===== src/rtl/sbs_pkg.sv =====
package sbs_pkg;

  typedef enum logic [2:0] {
    ST_IDLE     = 3'd0,
    ST_PROBE    = 3'd1,
    ST_SHIFT_RD = 3'd2,
    ST_SHIFT_WR = 3'd3,
    ST_PLACE    = 3'd4
  } sbs_state_e;

  localparam logic OP_SEARCH = 1'b0;
  localparam logic OP_INSERT = 1'b1;

  // Worst-case compare count for n stored keys: bit length of n.
  function automatic int unsigned probe_steps(input int unsigned n);
    int unsigned s;
    s = 0;
    for (int b = 0; b < 32; b++) begin
      if ((n >> b) != 0) s = b + 1;
    end
    return s;
  endfunction

endpackage


===== src/rtl/sbs_mem.sv =====
module sbs_mem #(
  parameter int KEY_W  = 16,
  parameter int DATA_W = 16,
  parameter int DEPTH  = 16,
  parameter int AW     = $clog2(DEPTH)
) (
  input  logic              clk,
  input  logic              en,
  input  logic              we,
  input  logic [AW-1:0]     addr,
  input  logic [KEY_W-1:0]  wkey,
  input  logic [DATA_W-1:0] wdata,
  output logic [KEY_W-1:0]  rkey,
  output logic [DATA_W-1:0] rdata
);

  logic [KEY_W-1:0]  key_arr [DEPTH];
  logic [DATA_W-1:0] dat_arr [DEPTH];

  // Single port: one read or one write per clock, read data registered.
  always_ff @(posedge clk) begin
    if (en) begin
      if (we) begin
        key_arr[addr] <= wkey;
        dat_arr[addr] <= wdata;
      end else begin
        rkey  <= key_arr[addr];
        rdata <= dat_arr[addr];
      end
    end
  end

endmodule


===== src/rtl/sbs_keycmp.sv =====
module sbs_keycmp #(
  parameter int KEY_W = 16
) (
  input  logic [KEY_W-1:0] probe_key,
  input  logic [KEY_W-1:0] stored_key,
  output logic             key_eq,
  output logic             key_lt
);

  assign key_eq = (probe_key == stored_key);
  assign key_lt = (probe_key <  stored_key);

endmodule


===== src/rtl/sbs_bisect.sv =====
module sbs_bisect #(
  parameter int CW = 5
) (
  input  logic [CW-1:0] lo,
  input  logic [CW-1:0] hi,
  input  logic [CW-1:0] mid,
  input  logic          key_lt,
  output logic [CW-1:0] nxt_lo,
  output logic [CW-1:0] nxt_hi,
  output logic [CW-1:0] nxt_mid,
  output logic          nxt_empty
);

  logic [CW-1:0] span;

  // Interval is [lo, hi): keep the lower half when the key is smaller.
  assign nxt_lo    = key_lt ? lo  : mid + 1'b1;
  assign nxt_hi    = key_lt ? mid : hi;
  assign span      = nxt_hi - nxt_lo;
  assign nxt_mid   = nxt_lo + (span >> 1);
  assign nxt_empty = !(nxt_lo < nxt_hi);

endmodule


===== src/rtl/sbs_ctrl.sv =====
module sbs_ctrl
  import sbs_pkg::*;
#(
  parameter int KEY_W  = 16,
  parameter int DATA_W = 16,
  parameter int DEPTH  = 16,
  parameter int AW     = $clog2(DEPTH),
  parameter int CW     = $clog2(DEPTH + 1)
) (
  input  logic              clk,
  input  logic              rst_n,
  input  logic              cmd_valid,
  input  logic              cmd_op,
  input  logic [KEY_W-1:0]  cmd_key,
  input  logic [DATA_W-1:0] cmd_data,
  output logic              cmd_ready,
  output logic              busy,
  output logic              rsp_valid,
  output logic              rsp_hit,
  output logic              rsp_err,
  output logic [CW-1:0]     rsp_index,
  output logic [DATA_W-1:0] rsp_data,
  output logic              mem_en,
  output logic              mem_we,
  output logic [AW-1:0]     mem_addr,
  output logic [KEY_W-1:0]  mem_wkey,
  output logic [DATA_W-1:0] mem_wdata,
  input  logic [KEY_W-1:0]  mem_rkey,
  input  logic [DATA_W-1:0] mem_rdata,
  output logic [KEY_W-1:0]  probe_key,
  input  logic              key_eq,
  output logic [CW-1:0]     lo,
  output logic [CW-1:0]     hi,
  output logic [CW-1:0]     mid,
  input  logic [CW-1:0]     nxt_lo,
  input  logic [CW-1:0]     nxt_hi,
  input  logic [CW-1:0]     nxt_mid,
  input  logic              nxt_empty,
  output logic [CW-1:0]     occ,
  output logic              evt_accept,
  output logic              evt_update,
  output logic              evt_full_err,
  output logic              evt_place,
  output logic              evt_shift_wr
);

  localparam logic [CW-1:0] FULL_CNT = CW'(DEPTH);

  sbs_state_e        st_q;
  logic              op_q;
  logic [KEY_W-1:0]  key_q;
  logic [DATA_W-1:0] data_q;
  logic [CW-1:0]     lo_q, hi_q, mid_q, cnt_q, sh_q, pos_q;
  logic [CW-1:0]     half_cnt, sh_up;
  logic              in_probe, probe_go, probe_miss, table_full;

  assign half_cnt   = cnt_q >> 1;
  assign sh_up      = sh_q + 1'b1;
  assign table_full = (cnt_q == FULL_CNT);
  assign in_probe   = (st_q == ST_PROBE);
  assign probe_go   = in_probe && !key_eq && !nxt_empty;
  assign probe_miss = in_probe && !key_eq &&  nxt_empty;

  assign cmd_ready    = (st_q == ST_IDLE);
  assign busy         = (st_q != ST_IDLE);
  assign evt_accept   = cmd_valid && cmd_ready;
  assign evt_update   = in_probe && key_eq && (op_q == OP_INSERT);
  assign evt_full_err = probe_miss && (op_q == OP_INSERT) && table_full;
  assign evt_place    = (st_q == ST_PLACE);
  assign evt_shift_wr = (st_q == ST_SHIFT_WR);

  assign probe_key = key_q;
  assign lo        = lo_q;
  assign hi        = hi_q;
  assign mid       = mid_q;
  assign occ       = cnt_q;

  // Memory port schedule: exactly one access per state at most.
  always_comb begin
    mem_en    = 1'b0;
    mem_we    = 1'b0;
    mem_addr  = '0;
    mem_wkey  = key_q;
    mem_wdata = data_q;
    unique case (st_q)
      ST_IDLE: begin
        if (evt_accept && cnt_q != '0) begin
          mem_en   = 1'b1;
          mem_addr = half_cnt[AW-1:0];
        end
      end
      ST_PROBE: begin
        if (evt_update) begin
          mem_en   = 1'b1;
          mem_we   = 1'b1;
          mem_addr = mid_q[AW-1:0];
        end else if (probe_go) begin
          mem_en   = 1'b1;
          mem_addr = nxt_mid[AW-1:0];
        end
      end
      ST_SHIFT_RD: begin
        mem_en   = 1'b1;
        mem_addr = sh_q[AW-1:0];
      end
      ST_SHIFT_WR: begin
        mem_en    = 1'b1;
        mem_we    = 1'b1;
        mem_addr  = sh_up[AW-1:0];
        mem_wkey  = mem_rkey;
        mem_wdata = mem_rdata;
      end
      ST_PLACE: begin
        mem_en   = 1'b1;
        mem_we   = 1'b1;
        mem_addr = pos_q[AW-1:0];
      end
      default: ;
    endcase
  end

  always_ff @(posedge clk or negedge rst_n) begin
    if (!rst_n) begin
      st_q      <= ST_IDLE;
      op_q      <= OP_SEARCH;
      key_q     <= '0;
      data_q    <= '0;
      lo_q      <= '0;
      hi_q      <= '0;
      mid_q     <= '0;
      cnt_q     <= '0;
      sh_q      <= '0;
      pos_q     <= '0;
      rsp_valid <= 1'b0;
      rsp_hit   <= 1'b0;
      rsp_err   <= 1'b0;
      rsp_index <= '0;
      rsp_data  <= '0;
    end else begin
      rsp_valid <= 1'b0;
      unique case (st_q)
        ST_IDLE: begin
          if (evt_accept) begin
            op_q   <= cmd_op;
            key_q  <= cmd_key;
            data_q <= cmd_data;
            lo_q   <= '0;
            hi_q   <= cnt_q;
            mid_q  <= half_cnt;
            if (cnt_q == '0) begin
              if (cmd_op == OP_SEARCH) begin
                rsp_valid <= 1'b1;
                rsp_hit   <= 1'b0;
                rsp_err   <= 1'b0;
                rsp_index <= '0;
                rsp_data  <= '0;
              end else begin
                pos_q <= '0;
                st_q  <= ST_PLACE;
              end
            end else begin
              st_q <= ST_PROBE;
            end
          end
        end
        ST_PROBE: begin
          if (key_eq) begin
            rsp_valid <= 1'b1;
            rsp_hit   <= 1'b1;
            rsp_err   <= 1'b0;
            rsp_index <= mid_q;
            rsp_data  <= (op_q == OP_INSERT) ? data_q : mem_rdata;
            st_q      <= ST_IDLE;
          end else if (!nxt_empty) begin
            lo_q  <= nxt_lo;
            hi_q  <= nxt_hi;
            mid_q <= nxt_mid;
          end else if (op_q == OP_SEARCH || table_full) begin
            rsp_valid <= 1'b1;
            rsp_hit   <= 1'b0;
            rsp_err   <= (op_q == OP_INSERT);
            rsp_index <= nxt_lo;
            rsp_data  <= '0;
            st_q      <= ST_IDLE;
          end else begin
            pos_q <= nxt_lo;
            if (nxt_lo == cnt_q) begin
              st_q <= ST_PLACE;
            end else begin
              sh_q <= cnt_q - 1'b1;
              st_q <= ST_SHIFT_RD;
            end
          end
        end
        ST_SHIFT_RD: st_q <= ST_SHIFT_WR;
        ST_SHIFT_WR: begin
          if (sh_q == pos_q) begin
            st_q <= ST_PLACE;
          end else begin
            sh_q <= sh_q - 1'b1;
            st_q <= ST_SHIFT_RD;
          end
        end
        ST_PLACE: begin
          cnt_q     <= cnt_q + 1'b1;
          rsp_valid <= 1'b1;
          rsp_hit   <= 1'b0;
          rsp_err   <= 1'b0;
          rsp_index <= pos_q;
          rsp_data  <= data_q;
          st_q      <= ST_IDLE;
        end
        default: st_q <= ST_IDLE;
      endcase
    end
  end

endmodule


===== src/rtl/sbs_engine.sv =====
module sbs_engine #(
  parameter int KEY_W  = 16,
  parameter int DATA_W = 16,
  parameter int DEPTH  = 16
) (
  input  logic                       clk,
  input  logic                       rst_n,
  input  logic                       cmd_valid,
  output logic                       cmd_ready,
  input  logic                       cmd_op,
  input  logic [KEY_W-1:0]           cmd_key,
  input  logic [DATA_W-1:0]          cmd_data,
  output logic                       busy,
  output logic                       rsp_valid,
  output logic                       rsp_hit,
  output logic                       rsp_err,
  output logic [$clog2(DEPTH+1)-1:0] rsp_index,
  output logic [DATA_W-1:0]          rsp_data
);

  localparam int AW = $clog2(DEPTH);
  localparam int CW = $clog2(DEPTH + 1);

  logic              mem_en, mem_we;
  logic [AW-1:0]     mem_addr;
  logic [KEY_W-1:0]  mem_wkey, mem_rkey, probe_key;
  logic [DATA_W-1:0] mem_wdata, mem_rdata;
  logic              key_eq, key_lt;
  logic [CW-1:0]     lo, hi, mid, nxt_lo, nxt_hi, nxt_mid, occ;
  logic              nxt_empty;
  // Named internal events for the bound checker.
  logic              evt_accept, evt_update, evt_full_err, evt_place, evt_shift_wr;

  sbs_mem #(.KEY_W(KEY_W), .DATA_W(DATA_W), .DEPTH(DEPTH), .AW(AW)) u_mem (
    .clk(clk), .en(mem_en), .we(mem_we), .addr(mem_addr),
    .wkey(mem_wkey), .wdata(mem_wdata), .rkey(mem_rkey), .rdata(mem_rdata)
  );

  sbs_keycmp #(.KEY_W(KEY_W)) u_cmp (
    .probe_key(probe_key), .stored_key(mem_rkey), .key_eq(key_eq), .key_lt(key_lt)
  );

  sbs_bisect #(.CW(CW)) u_bisect (
    .lo(lo), .hi(hi), .mid(mid), .key_lt(key_lt),
    .nxt_lo(nxt_lo), .nxt_hi(nxt_hi), .nxt_mid(nxt_mid), .nxt_empty(nxt_empty)
  );

  sbs_ctrl #(.KEY_W(KEY_W), .DATA_W(DATA_W), .DEPTH(DEPTH), .AW(AW), .CW(CW)) u_ctrl (
    .clk(clk), .rst_n(rst_n),
    .cmd_valid(cmd_valid), .cmd_op(cmd_op), .cmd_key(cmd_key), .cmd_data(cmd_data),
    .cmd_ready(cmd_ready), .busy(busy),
    .rsp_valid(rsp_valid), .rsp_hit(rsp_hit), .rsp_err(rsp_err),
    .rsp_index(rsp_index), .rsp_data(rsp_data),
    .mem_en(mem_en), .mem_we(mem_we), .mem_addr(mem_addr),
    .mem_wkey(mem_wkey), .mem_wdata(mem_wdata), .mem_rkey(mem_rkey), .mem_rdata(mem_rdata),
    .probe_key(probe_key), .key_eq(key_eq),
    .lo(lo), .hi(hi), .mid(mid),
    .nxt_lo(nxt_lo), .nxt_hi(nxt_hi), .nxt_mid(nxt_mid), .nxt_empty(nxt_empty),
    .occ(occ), .evt_accept(evt_accept), .evt_update(evt_update),
    .evt_full_err(evt_full_err), .evt_place(evt_place), .evt_shift_wr(evt_shift_wr)
  );

endmodule


===== config.mk =====
export PLATFORM = sky130hd
export DESIGN_NAME = sbs_engine
export DESIGN_NICKNAME = d
export VERILOG_FILES = /design/src/rtl/sbs_pkg.sv /design/src/rtl/sbs_mem.sv /design/src/rtl/sbs_keycmp.sv /design/src/rtl/sbs_bisect.sv /design/src/rtl/sbs_ctrl.sv /design/src/rtl/sbs_engine.sv
export SDC_FILE = /design/constraint.sdc
export NUM_CORES = 1
export LEC_CHECK = 0
export CAP_MARGIN = 20
export CORE_ASPECT_RATIO = 1.4
export CORE_MARGIN = 1
export CORE_UTILIZATION = 63
export DETAILED_ROUTE_END_ITERATION = 16
export DONT_BUFFER_PORTS = 1
export GPL_ROUTABILITY_DRIVEN = 0
export PLACE_DENSITY = 0.79
export SLEW_MARGIN = 20
export SYNTH_ARGS = -nofsm -noshare
export SYNTH_HDL_FRONTEND = slang
export SYNTH_HIERARCHICAL = 1
export SYNTH_SLANG_ARGS = --single-unit
export TNS_END_PERCENT = 20

===== constraint.sdc =====
create_clock -name clk -period 10.5 [get_ports clk]
set_input_delay 2.1 -clock clk [delete_from_list [all_inputs] [get_ports clk]]
set_output_delay 2.1 -clock clk [all_outputs]
set_load 0.02 [all_outputs]

==> metrics <==
setup tns final=0 ns; Crit. End Element=flop; Fin Clk Skew=0.0188 ns; antenna violations before repair=5; Net Count, Synth=1553; # setup viols final=0; count of final hold-check violations=0; CP required=10.84 ns; relative slew slack=31.9%; Post-CTS Setup Repair Bufs=0; Starting Density=64.3%; Avg Cell Area, Syn=17.5 um2; layout cells sized above 1=22.4%; Max Freq=0.129 GHz; clk root buf=clkbuf_16; first-pass GRT wire length=89.3 mm; nets=1566; utilization after layout=70.9%; vias in the first global route=14700; GRT Total Usage=28.9%; Arrival @ worst endpoint=8.10 ns; total CTS buffers=57; Core ar.=40500 um2; unrepaired setup endpoints after global routing=false; Min-Delay Path Class=reg -> reg; Syn-to-layout area delta=10.3%; Die Span X=174 um; grt ovf=0; drt total wl=59.2 mm; Via Count=14000; sinks on the clock net=634; Yosys warning count=6; wire length per cell=28.4 um; Resize count post-CTS=0; worst-margin pin slew=1.02 ns; Cell Area, Synth=26000 um2; Max Buffers Root-to-Sink=3; IO Pins=62; Storage cell area=18600 um2; Core Rows=87; Max FO, Critical Path=49; CTS clk-pin slew, worst paths=0.07 ns; crit share post-route=73.9%; PortBufs=0; final-report max-slew violation count=0; H-tree levels=2; Die ar.=42200 um2; DP HPWL=33.3 mm; Worst-Skew Late Latency=0.60 ns; DRC Markers=0; final worst slack=2.74 ns; area occupied by multi-input gates=7020 um2; max cap viols=0; crit path kind=reg -> reg; pre-CTS WS=2.75 ns; Gate Count Post-Synth=1488; CTS tree=built; Detailed Routing Iterations Pass 1=6; drt initial violations=1659; Vias/cell=6.70; Final Critical Period=7.76 ns; status=finished, final reports clean; # hold bufs at CTS=0; antenna-violating nets left=0; startpoint types=flop; pin count of the biggest net entering global routing=129; chip height=243 um; filler instances=2420
[cell type report]
| class | instances | area share (%) |
|---|---|---|
| flip-flops and latches | 634 | 64.7 |
| multi-input cells | 720 | 24.4 |
| clock buffers | 70 | 5.32 |
| well taps | 534 | 2.33 |
| clock inverters | 36 | 1.31 |
| repair buffers | 39 | 1.23 |
| inverters | 49 | 0.640 |
| diodes | 3 | 0.0261 |
[state kept, by name (all words and copies together) (netlist names), 16 cells and up]
name / flops
u_ctrl/data_q: 16
u_mem/rkey: 16
u_mem/key_arr: 256
u_mem/rdata: 16
u_ctrl/probe_key: 16
u_ctrl/rsp_data: 16
u_mem/dat_arr: 256
[worst max-delay path: stages (launching register included)]
cell	delay, ns
dfrtp_1	0.40
ha_1	0.34
nand4_1	0.17
or4_4	0.58
a21oi_2	0.14
nor3_2	0.06
buf_4	0.20
mux2_2	0.33
inv_1	0.10
ha_1	0.30
nor2b_1	0.25
nor2_1	0.08
o211ai_1	0.18
nand3_1	0.13
o21ai_0	0.19
o21ai_0	0.31
nor2_1	0.46
a32oi_1	0.10
nor3b_1	0.19
a21oi_1	0.10
o21ai_4	0.20
buf_4	0.76
buf_4	0.87
mux4_2	0.63
a22oi_1	0.23
nand2_1	0.08
[layer usage]
metal	GRT usage [%]	part of all wire, %
met1	36.5	35
met2	49.2	52
met3	5.07	8.4
met4	13.1	4.1
met5	0	0.069
[per-stage QoR]
step / hold WS (ns) / std cells / instance area (um2)
after floorplan: 0.446 / 1488 / 26000
after global placement: 0.464 / 1973 / 26700
after detailed placement: 0.478 / 1974 / 26800
after CTS: 0.491 / 2080 / 28700
after global routing: 0.516 / 2083 / 28700
final: 0.485 / 2085 / 28700
[path summary, 6_finish.rpt]
check	from	to	slack, ns	depth (start not counted)
min in group asynchronous	rst_n	u_ctrl/hi[3]	1.21	0
max in group asynchronous	rst_n	u_ctrl/data_q[5]	9.08	0
min	u_ctrl/hi[4]	u_ctrl/hi[4]	0.49	2
max	u_ctrl/probe_key[14]	u_mem/rdata[13]	2.74	25
min reg2reg	u_ctrl/hi[4]	u_ctrl/hi[4]	0.49	2
max reg2reg	u_ctrl/probe_key[14]	u_mem/rdata[13]	2.74	25
[layout by cell type (no fill, tap or decap), drive strengths merged, types with 3 or more instances in the layout]
master	n
nor3	14
nand4b	3
a221oi	5
edfxtp	544
clkinv	25
nand2	173
diode	3
a21oi	41
o21ai	34
nor3b	4
mux2i	7
and2	5
clkinvlp	3
xor2	15
nand3	11
mux2	53
nand2b	6
nor2	31
clkbuf	70
inv	51
xnor2	18
a222oi	18
mux4	128
dfrtp	90
bufinv	6
a32oi	5
nand4	8
ha	27
a22oi	64
nor2b	12
buf	39
a31oi	4
Power is left out: the tool's default activity adds up to more than one toggle a clock period on the data nets, which glitch-free logic cannot reach.
